===== src/rtl/bus_hold_arbiter_pkg.sv =====
package bus_hold_arbiter_pkg;

  typedef enum logic [1:0] {
    BUS_OWN     = 2'd0,
    BUS_HELD    = 2'd1,
    BUS_RELEASE = 2'd2
  } busState_t;

  // Strobes from the control FSM to the datapath
  typedef struct packed {
    logic heldBus;  // bus given away (granted or in the release cycle)
    logic ownBus;   // core owns the bus and may start cycles
  } ctrlStrobes_t;

endpackage


===== src/rtl/bus_hold_arbiter_ctrl.sv =====
module bus_hold_arbiter_ctrl
  import bus_hold_arbiter_pkg::*;
(
  input  logic         clk,
  input  logic         rst_n,
  input  logic         holdReq,
  input  logic         cycleDone,
  input  logic         busy,
  output ctrlStrobes_t strobes
);

  busState_t state, stateNext;
  logic      atBoundary;

  // A grant is only legal between machine cycles
  assign atBoundary = !busy || cycleDone;

  always_comb begin
    stateNext = state;
    unique case (state)
      BUS_OWN:     if (holdReq && atBoundary) stateNext = BUS_HELD;
      BUS_HELD:    if (!holdReq) stateNext = BUS_RELEASE;
      BUS_RELEASE: stateNext = BUS_OWN;
      default:     stateNext = BUS_OWN;
    endcase
  end

  always_ff @(posedge clk or negedge rst_n) begin
    if (!rst_n) state <= BUS_OWN;
    else        state <= stateNext;
  end

  assign strobes.heldBus = (state != BUS_OWN);
  assign strobes.ownBus  = (state == BUS_OWN);

endmodule


===== src/rtl/bus_hold_arbiter_datapath.sv =====
module bus_hold_arbiter_datapath
  import bus_hold_arbiter_pkg::*;
#(
  parameter int ADDR_W = 16,
  parameter int DATA_W = 8,
  parameter int CTRL_W = 3
) (
  input  logic              clk,
  input  logic              rst_n,
  input  ctrlStrobes_t      strobes,
  input  logic              holdReq,
  input  logic              cycleDone,
  input  logic              coreBusReq,
  output logic              busy,
  output logic              cycleStart,
  output logic              busStall,
  output logic [ADDR_W-1:0] addrEn,
  output logic [DATA_W-1:0] dataEn,
  output logic [CTRL_W-1:0] ctrlEn,
  output logic              latchEn
);

  logic reqPending;
  logic reqAny;
  logic startNow;
  logic padDrive;

  assign reqAny   = coreBusReq || reqPending;
  assign startNow = strobes.ownBus && reqAny && (!busy || cycleDone) && !holdReq;

  always_ff @(posedge clk or negedge rst_n) begin
    if (!rst_n) begin
      busy       <= 1'b0;
      reqPending <= 1'b0;
      cycleStart <= 1'b0;
    end else begin
      cycleStart <= startNow;
      reqPending <= reqAny && !startNow;
      if (startNow)       busy <= 1'b1;
      else if (cycleDone) busy <= 1'b0;
    end
  end

  assign busStall = strobes.heldBus;
  assign padDrive = !strobes.heldBus;

  // One enable per pad so each driver can be placed beside its pin
  for (genvar a = 0; a < ADDR_W; a++) begin : g_addr
    assign addrEn[a] = padDrive;
  end
  for (genvar d = 0; d < DATA_W; d++) begin : g_data
    assign dataEn[d] = padDrive;
  end
  for (genvar c = 0; c < CTRL_W; c++) begin : g_ctrl
    assign ctrlEn[c] = padDrive;
  end

  // Latch strobe is never floated
  assign latchEn = 1'b1;

endmodule


===== src/rtl/bus_hold_arbiter.sv =====
module bus_hold_arbiter
  import bus_hold_arbiter_pkg::*;
#(
  parameter int ADDR_W = 16,
  parameter int DATA_W = 8,
  parameter int CTRL_W = 3
) (
  input  logic              clk,
  input  logic              rst_n,
  input  logic              holdReq,
  input  logic              cycleDone,
  input  logic              coreBusReq,
  output logic              holdAck,
  output logic              busStall,
  output logic              cycleStart,
  output logic [ADDR_W-1:0] addrEn,
  output logic [DATA_W-1:0] dataEn,
  output logic [CTRL_W-1:0] ctrlEn,
  output logic              latchEn
);

  ctrlStrobes_t strobes;
  logic         busy;

  bus_hold_arbiter_ctrl u_ctrl (
    .clk       (clk),
    .rst_n     (rst_n),
    .holdReq   (holdReq),
    .cycleDone (cycleDone),
    .busy      (busy),
    .strobes   (strobes)
  );

  bus_hold_arbiter_datapath #(
    .ADDR_W (ADDR_W),
    .DATA_W (DATA_W),
    .CTRL_W (CTRL_W)
  ) u_dp (
    .clk        (clk),
    .rst_n      (rst_n),
    .strobes    (strobes),
    .holdReq    (holdReq),
    .cycleDone  (cycleDone),
    .coreBusReq (coreBusReq),
    .busy       (busy),
    .cycleStart (cycleStart),
    .busStall   (busStall),
    .addrEn     (addrEn),
    .dataEn     (dataEn),
    .ctrlEn     (ctrlEn),
    .latchEn    (latchEn)
  );

  assign holdAck = strobes.heldBus;

endmodule


===== config.mk =====
export PLATFORM = sky130hd
export DESIGN_NAME = bus_hold_arbiter
export DESIGN_NICKNAME = d
export VERILOG_FILES = /design/src/rtl/bus_hold_arbiter_pkg.sv /design/src/rtl/bus_hold_arbiter_ctrl.sv /design/src/rtl/bus_hold_arbiter_datapath.sv /design/src/rtl/bus_hold_arbiter.sv
export SDC_FILE = /design/constraint.sdc
export NUM_CORES = 1
export LEC_CHECK = 0
export ABC_AREA = 0
export BUFFER_PORTS_ARGS = -buffer_cell sky130_fd_sc_hd__buf_2
export CAP_MARGIN = 20
export CORE_AREA = 2 2 39 41
export DETAILED_ROUTE_END_ITERATION = 10
export DIE_AREA = 0 0 41 43
export PLACE_DENSITY = 0.67
export RECOVER_POWER = 50
export REMOVE_ABC_BUFFERS = 1
export SLEW_MARGIN = 25
export SYNTH_ARGS = -nofsm -noshare
export SYNTH_HDL_FRONTEND = slang
export SYNTH_HIERARCHICAL = 1
export SYNTH_SLANG_ARGS = --single-unit

===== constraint.sdc =====
create_clock -name clk -period 2.3 [get_ports clk]
set_clock_uncertainty 0.2 [all_clocks]
set_input_delay 0.69 -clock clk [delete_from_list [all_inputs] [get_ports clk]]
set_output_delay 0.69 -clock clk [all_outputs]
set_load 0.1 [all_outputs]

=== Word level (Yosys, flattened, before mapping) ===
Cells that the tools add are included.

* Bits in registers: 5
* Bits of input ports: 5
* Output and inout bits: 31
* Word-level logic and storage cells: 27

* Eq/ne operators: 3
* Muxes and demuxes: 5
* Reduce and logical (&&, ||, !) cells: 15

{| class="wikitable"
|+ Operators with widths
! cell !! number
|-
| 1-bit logical AND || 5
|-
| 1-bit logical NOT || 4
|-
| 2-bit two-way mux || 2
|-
| 2-bit != test, second input constant || 2
|-
| 2-bit one-hot mux with 2 select lines || 1
|-
| 2-bit nonzero test || 2
|-
| 2-bit by 1-bit == test with 1-bit output, second input constant || 1
|-
| 2-bit logical NOT || 1
|-
| 1-bit logical OR || 2
|-
| 1-bit two-way mux || 2
|-
| 2-bit AND reduction || 1
|}

=== Longest topological paths before layout ===
* Depth after elaboration: 6
* Mapped depth: 4
* Depth with buffers taken out: 3

=== Modules after synthesis ===
Netlist, hierarchy kept.

{| class="wikitable"
|+ By module, submodules not included
! module !! instances !! cells each !! area each (um2) !! seq. area each (um2)
|-
| bus_hold_arbiter_datapath || 1 || 41 || 359.1 || 75.1
|-
| bus_hold_arbiter_ctrl || 1 || 7 || 90.1 || 50.0
|}

=== Worst setup path before layout ===
No wires, ideal clock.

* Path type: register to output
* From: reg u_ctrl.state[0]
* To: out addrEn[0]
* Data arrival time: 2.072 ns
* Required time: 1.410 ns
* Slack: -0.662 ns
* Cell stages (with the launch flop): 5
* Path buffers: 1
* Cell sequence: dfrtp_1 -> nor2_1 -> inv_1 -> inv_1 -> buf_4

* Cells in the longest elaborated chain, start to end: 2

{| class="wikitable"
|+ RTL lines
! item !! line !! text
|-
| from (decl) || bus_hold_arbiter_ctrl.sv:12 || <nowiki>busState_t state, stateNext;</nowiki>
|-
| from (signal assigned) || bus_hold_arbiter_ctrl.sv:30 || <nowiki>else state <= stateNext;</nowiki>
|-
| 2-bit nonzero test || bus_hold_arbiter_ctrl.sv:33 || <nowiki>assign strobes.heldBus = (state != BUS_OWN);</nowiki>
|-
| net holdAck || bus_hold_arbiter.sv:13 || <nowiki>output logic holdAck,</nowiki>
|-
| 1-bit logical NOT || bus_hold_arbiter_datapath.sv:45 || <nowiki>assign padDrive = !strobes.heldBus;</nowiki>
|-
| to (decl) || bus_hold_arbiter.sv:16 || <nowiki>output logic [ADDR_W-1:0] addrEn,</nowiki>
|}

The timed path passes the listed nets, and every way through them passes these cells.

=== Final worst setup path ===
* From: reg u_ctrl.state[1]
* To: out addrEn[3]

* Cells in the longest elaborated chain, start to end: 2

{| class="wikitable"
|+ RTL lines
! item !! line
|-
| 2-bit nonzero test || bus_hold_arbiter_ctrl.sv:33
|-
| 1-bit logical NOT || bus_hold_arbiter_datapath.sv:45
|}

Every way passes these cells.

==> impl_metrics.yaml <==
logic_synthesis:
  synth.area.top_cells: "buf_4 (48%), dfrtp_1 (28%), nor3b_2 (8.4%)"
  synth_top_area_frac: 0.4847
  synthDistinctLibCells: 10
  ys_seq_elements: 5
  avgSynthCellArea_um2: 9.358
  ys_warn_count: 6
  netlist_area_um2: 449.2
  synth_cells: 48
  synth_top_area_cell: "buf_4"
  seq_area_frac_synth: 0.2786
pwr:
  p_leak_nw: 0.4990
  p_per_area_nw_per_um2: 1163
  p_total_mw: 1.216
  irDropWorstVdd_uv: 732.6
sta:
  fin_crit_sh: 0.9900
  setup_viol: 0
  hold_violations: 0
  slew_viol_final: 0
  max_freq_mhz: 439.2
  min_period_ns: 2.277
  setup_tns_ns: 0
  setup_slack_ns: 0.02295
critical_path:
  r2r_setup_slack_ns: 1.08
  reg2reg_to: "u_dp/cycleStart"
  required_ns: 1.41
  critPathBufInv: 4
  path_delay_family: "buffers and inverters"
  timing.rr.start: "u_ctrl/state[1]"
  cp-end-kind: "primary output"
  worstSetupPathType: "reg -> out"
  start_kind: "register"
  crit_chain: "nor2_2 -> inv_2 -> clkinv_4 -> clkbuf_16 -> buf_12"
  max_stage_delay_ns: 0.40
  startpoint: "u_ctrl/state[1]"
  slowest_stage: "dfrtp_1"
  worstPathMaxFanout: 6
  worstPathArrival_ns: 1.39
  ff2ff_path_depth: 4
floorplanning:
  rows: 14
  die_x_um: 41
  core_area_um2: 1384
  start_util: 0.3246
  io_pins: 36
  die_area_um2: 1763
  die_y_um: 43
final_layout:
  areaGrowthSynthToFinish_pct: 132.9
  instances_no_fill: 81
  final_nets: 71
  drive_gt1_frac: 0.7692
  seq_area_um2: 125.1
  final_common_cell: "buf_12"
  final_cell_mix: "buf_12 (19), buf_16 (11), buf_2 (6), dfrtp_1 (5)"
  utilization: 0.7559
  antenna_cells: 0
  fill_cells: 76
  multi_input_area_um2: 90.09
clock_tree:
  cts_tree: "yes"
  clk_path_buf_depth: 2
  numCtsBuffers: 3
  cts.htree.levels: 1
  root_buffer: "clkbuf_4"
  cts_sinks: 5
  clk_pin_slew_ns: 0.05
  clock_latency_ns: 0.25
worst_hold_path:
  hold_class: "in -> async"
placement:
  place_hpwl_um: 878.9
  place_ws_ns: 0.1329
  io_buffers: 34
  dp_cells: 71
  finalWeightedCongestion: 0.6121
global_route:
  grt_max_degree: 14
  antenna_found_initial: 0
  gr-total-overflow: 0
  grt_pass1_wl_mm: 2.235
  track_usage: 0.2052
  first_global_vias: 450
status:
  status: "completed"
route:
  antenna_left: 0
  drc: 0
  drt-pass1-iter-count: 4
  viasPerCell: 4.457
  initialDrtViolationCount: 5
  vias: 361
  routed_wl_mm: 1.488
  drt-wirelength-per-cell_um: 18.37
flow_run:
  max_cap_violations: 0
==> routing by layer <==
layer	share of wire	global-route usage	wire length, µm	vias to the layer above
li1	-	-	-	152
met1	0.29	0.1780	434	174
met2	0.47	0.2906	693	35
met3	0.24	0.2461	359	0
met4	0	0.06000	0	0
met5	0	0	0	-
==> logic make-up after synthesis <==
family,share of synthesized area
AO/OA/AOI/OAI,0.02507
buffers and inverters,0.5098
flip-flops,0.2786
other,0.008349
AND/OR/NAND/NOR,0.1783
==> state kept, by name, indices dropped and copies added, names as in the netlist <==
signal and flops:
u_dp/busy 1, u_dp/reqPending 1, u_dp/cycleStart 1, u_ctrl/state 2
==> cell usage after synthesis <==
master / n
o21ai_1: 1
nor3b_1: 1
nor3b_2: 3
nand2b_4: 2
conb_1: 1
dfrtp_1: 5
nor2_1: 2
buf_4: 29
inv_1: 3
a31oi_1: 1
==> worst reg2reg max path: stages (launching register included) <==
cell and delay, ns:
dfrtp_1 0.40, nor2_2 0.18, buf_4 0.16, nand2b_4 0.06, nor3b_2 0.15
==> power by group <==
part           internal [mW]  switching [mW]
combinational          0.345           0.662
sequential            0.0987         0.00563
clock                 0.0658          0.0394
==> per-stage QoR <==
step	hold slack (ns)	area, µm²
floorplan	0.1944	231.5
global placement	0.2586	854.6
detailed placement	0.2870	854.6
CTS	0.04473	1016
global route	0.09527	1046
finish	0.09058	1046
==> final cells by class <==
class	count	area share
Timing Repair Buffer	42	0.7345
Sequential cell	5	0.1196
Multi-Input combinational cell	11	0.08612
Clock buffer	4	0.02512
Tap cell	16	0.01914
Inverter	3	0.01555
==> worst max path at each step <==
stage | to | slack (ns) | cells after the start
3_3_place_gp | addrEn[5] | 0.20 | 5
4_1_cts | addrEn[12] | 0.04 | 5
3_5_place_dp | dataEn[3] | 0.13 | 5
6_report | addrEn[3] | 0.02 | 5
2_1_floorplan | addrEn[0] | -15.49 | 3
5_1_grt | addrEn[0] | -0.02 | 5
==> what timing repair did <==
action | in CTS | in global routing
endpoints found under the setup margin | 27 | 27
gates cloned | 2 | 1
buffers inserted | 3 | 1
hold buffers | 0 | 0
resized for setup | 14 | 3
pin swaps | 1 | 0
Power figures use the tool's default switching activity.
